$ cat src/rtl/bootld_pkg.sv
package bootld_pkg;
  localparam int DEV_W     = 4;
  localparam int LOC_W     = 7;
  localparam int DATA_W    = 8;
  localparam int CTL_N     = 9;
  localparam int COEF_BASE = 64;
  localparam int ADDR_W    = DEV_W + LOC_W;
  localparam int LOADS_PER_DEV = CTL_N + ((1 << LOC_W) - COEF_BASE);

  typedef enum logic [2:0] {
    PH_FETCH = 3'd0,
    PH_STRB  = 3'd1,
    PH_GAP   = 3'd2,
    PH_DONE  = 3'd3,
    PH_ERR   = 3'd4
  } ph_e;

  // next location in a page: jump over the unused middle
  function automatic logic [LOC_W-1:0] loc_step(input logic [LOC_W-1:0] l);
    if (l == LOC_W'(CTL_N - 1)) return LOC_W'(COEF_BASE);
    return l + 1'b1;
  endfunction

  function automatic logic loc_last(input logic [LOC_W-1:0] l);
    return l == {LOC_W{1'b1}};
  endfunction
endpackage

$ cat src/rtl/reply_sync.sv
module reply_sync #(
  parameter int STAGES = 2
) (
  input  logic clk,
  input  logic rst_n,
  input  logic d,
  output logic q
);
  generate
    if (STAGES == 0) begin : g_bypass
      assign q = d;
    end else begin : g_flops
      logic [STAGES-1:0] sh_q;
      for (genvar i = 0; i < STAGES; i++) begin : g_st
        always_ff @(posedge clk or negedge rst_n) begin
          if (!rst_n) sh_q[i] <= 1'b0;
          else        sh_q[i] <= (i == 0) ? d : sh_q[(i == 0) ? 0 : i-1];
        end
      end
      assign q = sh_q[STAGES-1];
    end
  endgenerate
endmodule

$ cat src/rtl/bootld_loc_ctr.sv
module bootld_loc_ctr
  import bootld_pkg::*;
(
  input  logic             clk,
  input  logic             rst_n,
  input  logic             adv,
  output logic [DEV_W-1:0] dev,
  output logic [LOC_W-1:0] loc,
  output logic             wrap
);
  assign wrap = loc_last(loc);

  always_ff @(posedge clk or negedge rst_n) begin
    if (!rst_n) begin
      dev <= '0;
      loc <= '0;
    end else if (adv) begin
      loc <= loc_step(loc);
      if (wrap) dev <= dev + 1'b1;
    end
  end
endmodule

$ cat src/rtl/bootld_top.sv
module bootld_top
  import bootld_pkg::*;
#(
  parameter int TMO_W       = 8,
  parameter int SYNC_STAGES = 2
) (
  input  logic              clk,
  input  logic              rst_n,
  input  logic [DEV_W-1:0]  cfg_last_dev,
  input  logic [TMO_W-1:0]  cfg_tmo,
  output logic [ADDR_W-1:0] rom_addr,
  input  logic [DATA_W-1:0] rom_data,
  input  logic              chain_reply,
  output logic [DEV_W-1:0]  tgt_dev,
  output logic [LOC_W-1:0]  tgt_reg,
  output logic [DATA_W-1:0] wr_data,
  output logic              wr_stb,
  output logic              host_rw,
  output logic              load_done,
  output logic              load_err
);
  ph_e ph_q, ph_d;
  logic [DATA_W-1:0] data_q;
  logic [TMO_W-1:0]  tmo_q;
  logic stb_echo_q, ext_reply, loc_wrap;
  // named internal events
  logic single_dev, reply_seen, waiting, level_ok, tmo_hit, seq_end, step_adv;

  reply_sync #(.STAGES(SYNC_STAGES)) u_sync (
    .clk(clk), .rst_n(rst_n), .d(chain_reply), .q(ext_reply));

  bootld_loc_ctr u_ctr (
    .clk(clk), .rst_n(rst_n), .adv(step_adv),
    .dev(tgt_dev), .loc(tgt_reg), .wrap(loc_wrap));

  assign single_dev = (cfg_last_dev == '0);
  assign reply_seen = single_dev ? stb_echo_q : ext_reply;
  assign waiting    = (ph_q == PH_STRB) || (ph_q == PH_GAP);
  assign level_ok   = (ph_q == PH_STRB) ? reply_seen : !reply_seen;
  assign tmo_hit    = waiting && !level_ok && (tmo_q == cfg_tmo);
  assign seq_end    = loc_wrap && (tgt_dev == cfg_last_dev);
  assign step_adv   = (ph_q == PH_GAP) && !reply_seen && !seq_end;

  always_comb begin
    ph_d = ph_q;
    unique case (ph_q)
      PH_FETCH: ph_d = PH_STRB;
      PH_STRB:  if (reply_seen) ph_d = PH_GAP;
                else if (tmo_hit) ph_d = PH_ERR;
      PH_GAP:   if (!reply_seen) ph_d = seq_end ? PH_DONE : PH_FETCH;
                else if (tmo_hit) ph_d = PH_ERR;
      default:  ph_d = ph_q;
    endcase
  end

  always_ff @(posedge clk or negedge rst_n) begin
    if (!rst_n) begin
      ph_q       <= PH_FETCH;
      data_q     <= '0;
      tmo_q      <= '0;
      stb_echo_q <= 1'b0;
    end else begin
      ph_q       <= ph_d;
      stb_echo_q <= wr_stb;
      if (ph_q == PH_FETCH) data_q <= rom_data;
      if ((ph_q == PH_FETCH) || ((ph_q == PH_STRB) && reply_seen))
        tmo_q <= '0;
      else if (waiting && !level_ok && !tmo_hit)
        tmo_q <= tmo_q + 1'b1;
    end
  end

  assign rom_addr  = {tgt_dev, tgt_reg};
  assign wr_data   = data_q;
  assign wr_stb    = (ph_q == PH_STRB);
  assign host_rw   = 1'b0;
  assign load_done = (ph_q == PH_DONE);
  assign load_err  = (ph_q == PH_ERR);
endmodule

$ cat config.mk
export PLATFORM = sky130hd
export DESIGN_NAME = bootld_top
export DESIGN_NICKNAME = d
export VERILOG_FILES = /design/src/rtl/bootld_pkg.sv /design/src/rtl/reply_sync.sv /design/src/rtl/bootld_loc_ctr.sv /design/src/rtl/bootld_top.sv
export SDC_FILE = /design/constraint.sdc
export NUM_CORES = 1
export LEC_CHECK = 0
export BUFFER_PORTS_ARGS = -buffer_cell sky130_fd_sc_hd__buf_2
export CORE_MARGIN = 2
export CORE_UTILIZATION = 56
export CTS_CLUSTER_DIAMETER = 50
export DETAILED_ROUTE_END_ITERATION = 8
export GPL_TIMING_DRIVEN = 1
export PLACE_DENSITY = 0.89
export SYNTH_ARGS = -nofsm -noshare
export SYNTH_HDL_FRONTEND = slang
export SYNTH_SLANG_ARGS = --single-unit
$ cat constraint.sdc
create_clock -name clk -period 7 [get_ports clk]
set_clock_uncertainty 0.2 [all_clocks]
set_input_delay 0.35 -clock clk [delete_from_list [all_inputs] [get_ports clk]]
set_output_delay 0.35 -clock clk [all_outputs]
set_load 0.1 [all_outputs]
==> results.json <==
{
  "initial_core_util_pct": 58.9,
  "power_leakage_uw": 0.00107,
  "nNetsFinal": 269,
  "cts_buffers": 5,
  "clk_pin_slew_ns": 0.11,
  "hold_depth": 2,
  "crit_chain": "buf_2, o41a_1, a21oi_1, inv_1, ha_1, nor2b_1, nand2_1, o311ai_0, o211ai_1",
  "clock_sinks": 33,
  "place_inst": 278,
  "ir_worst_vdd_uv": 114,
  "gr-usage-met1_pct": 25.1,
  "synth_seq_cells": 33,
  "syn_nets": 223,
  "drtIter0Drc": 101,
  "drive_above_1_share_pct": 32.6,
  "io_pins": 57,
  "grt_pass1_wl_um": 6620,
  "dr.pass1.iters": 4,
  "synthCells": 195,
  "wl_per_cell_um": 14.0,
  "grt.busiest_layer": "met2",
  "critPathMaxStageDelay_ns": 0.44,
  "vias": 1624,
  "hpwl_um": 2930,
  "hold_path.class": "in -> reg",
  "ctsLongestPathBuffers": 2,
  "hold_viol": 0,
  "core_area_um2": 3390,
  "io_buffers": 55,
  "endpoint_kind": "register",
  "row_count": 21,
  "synthArstFlopShare_pct": 100,
  "cts_tree": "built",
  "insertion_delay_ns": 0.34,
  "vias_per_cell": 5.64,
  "fin_crit_sh_pct": 39.0,
  "slowest_stage": "o311ai_0",
  "slew_headroom_pct": 45.3,
  "fmax_mhz": 366,
  "grt-ovfl-total": 0,
  "drtAntennaViolNets": 0,
  "wl_um": 4030,
  "grt_pass1_vias": 1535,
  "seq_area_frac_synth_pct": 41.4,
  "crit_required_ns": 7.02,
  "antenna_found_initial": 0,
  "arrival_ns": 2.75,
  "cts_resized": 0,
  "syn_area_per_cell_um2": 10.2,
  "die_area_um2": 4060,
  "synth_edf_count": 0,
  "synth_ff_type": "dfrtp_1",
  "cp_num_buf_inv": 2,
  "worstMarginPinSlew_ns": 0.814,
  "finalPower_uw": 330,
  "final_common_cell": "buf_2",
  "grtUsageTotal_pct": 21.1,
  "layout_common_cells": "buf_2, dfrtp_1, nand2_1",
  "cts-root-buf": "clkbuf_4",
  "instances_no_fill": 288,
  "area.growth.synth_to_final_pct": 14.4,
  "antenna_cells": 0,
  "finalSetupViolations": 0,
  "grt_max_degree": 34,
  "cpLargestDelayFamily": "compound AO/OA/AOI/OAI gates",
  "tns_ns": 0,
  "use_met2_pct": 35.3,
  "cts_max_level": 2,
  "drv_cap": 0,
  "cp_max_fo": 7,
  "use_met3_pct": 4.82,
  "crit_cells": 9,
  "power_density_nw_per_um2": 144,
  "fin_crit_ns": 2.73,
  "fill_cells": 306,
  "synthDistinctLibCells": 49,
  "die_w_um": 63.7,
  "gp_congestion": 0.844,
  "critPathLaunchType": "input port",
  "status": "finished, final reports clean",
  "hold_ws_ns": 0.0352,
  "crit_type": "in -> reg",
  "syn_area_um2": 2000,
  "die_h_um": 63.7,
  "maxSlewViolCount": 0,
  "rsz0062_at_grt": "no",
  "rr_worst_depth": 8,
  "yosys_warnings": 0,
  "drc": 0
}
## path summary, 6_finish.rpt
kind                                end  slack [ns]                   start
max                             ph_q[1]        4.27         cfg_last_dev[0]
min                          wr_data[0]        0.04             rom_data[0]
max reg2reg                     ph_q[1]        4.32                u_sync.q
min reg2reg                    u_sync.q        0.16  u_sync.g_flops.sh_q[0]
max in group asynchronous      tmo_q[0]        5.73                   rst_n
min in group asynchronous  u_ctr.loc[1]        0.40                   rst_n
## metrics by stage
| stage | cell area [µm²] | utilization [%] | worst slack, ns |
|---|---|---|---|
| 3_5_place_dp | 2210 | 65.1 | 3.95 |
| 3_3_place_gp | 2210 | 65.1 | 4.10 |
| 6_report | 2280 | 67.3 | 4.27 |
| 5_1_grt | 2280 | 67.3 | 4.07 |
| 4_1_cts | 2280 | 67.3 | 4.32 |
| 2_1_floorplan | 2000 | - | 2.69 |
## where the power goes
part           total (µW)  switching (µW)  internal [µW]  leakage, µW
Sequential            192           0.921            192     0.000416
Combinational        30.4            20.7           9.71     0.000619
Clock                 107            69.1           37.8    0.0000310
Total                 330            90.6            239      0.00107
## sequential cells by signal, indices dropped and copies added (netlist names)
register             cells
u_ctr.loc                7
u_sync.q                 1
tmo_q                    8
u_sync.g_flops.sh_q      1
ph_q                     3
stb_echo_q               1
u_ctr.dev                4
wr_data                  8
## routing by layer
metal | up-vias | share of wire (%)
met3 | 5 | 5.0
met1 | 771 | 43
met4 | 0 | 1.4
met2 | 52 | 51
li1 | 796 | -
met5 | - | 0
## synth_stat cells (2+ instances only)
master / count / share of area, %
a211oi_1: 5 / 1.9
and2_1: 3 / 0.94
nand4_1: 7 / 2.2
inv_1: 8 / 1.5
nor2_1: 7 / 1.3
a2bb2oi_1: 2 / 0.88
clkbuf_1: 4 / 0.75
xor2_1: 6 / 2.6
nand2_1: 16 / 3.0
a21oi_1: 6 / 1.5
nor4_1: 2 / 0.63
mux2i_1: 10 / 5.0
mux2_2: 10 / 5.6
and3_1: 2 / 0.63
xnor2_1: 11 / 4.8
nand3_1: 3 / 0.75
or3_1: 8 / 2.5
and4_1: 3 / 1.3
buf_4: 13 / 4.9
nor3_1: 4 / 1.0
dfrtp_1: 33 / 41
ha_1: 5 / 3.1
## final cells by class
cell class                      instances  area [µm²]  area share, %
Clock buffer                            5        37.5           1.64
Clock inverter                          3        17.5          0.768
Inverter                                8        30.0           1.32
Multi-Input combinational cell        135        1010           44.3
Sequential cell                        33         826           36.2
Tap cell                               46        57.6           2.52
Timing Repair Buffer                   58         303           13.3
## cell families (layout without fill, tap and decap cells)
group                    Yosys count  count (layout)  synth area share, %
adder cells (fa/ha/maj)            5               5                 3.13
XOR/XNOR                          17              17                 7.46
other                              1               1                0.188
buffers and inverters             27              74                 7.96
multiplexers                      21              21                 11.4
AO/OA/AOI/OAI                     27              27                 10.3
AND/OR/NAND/NOR                   64              64                 18.1
flip-flops                        33              33                 41.4
## worst register-to-register path: stages, from the launching register on
cell	delay, ns
dfrtp_1	0.39
o41a_1	0.11
a21oi_1	0.40
inv_1	0.13
ha_1	0.29
nor2b_1	0.23
nand2_1	0.22
o311ai_0	0.44
o211ai_1	0.14
## repair_timing
item,CTS,global route
buffers inserted,0,0
endpoints found under the hold margin,34,0
hold buffers,2,0
No activity file was read; power rests on OpenSTA's default activity.
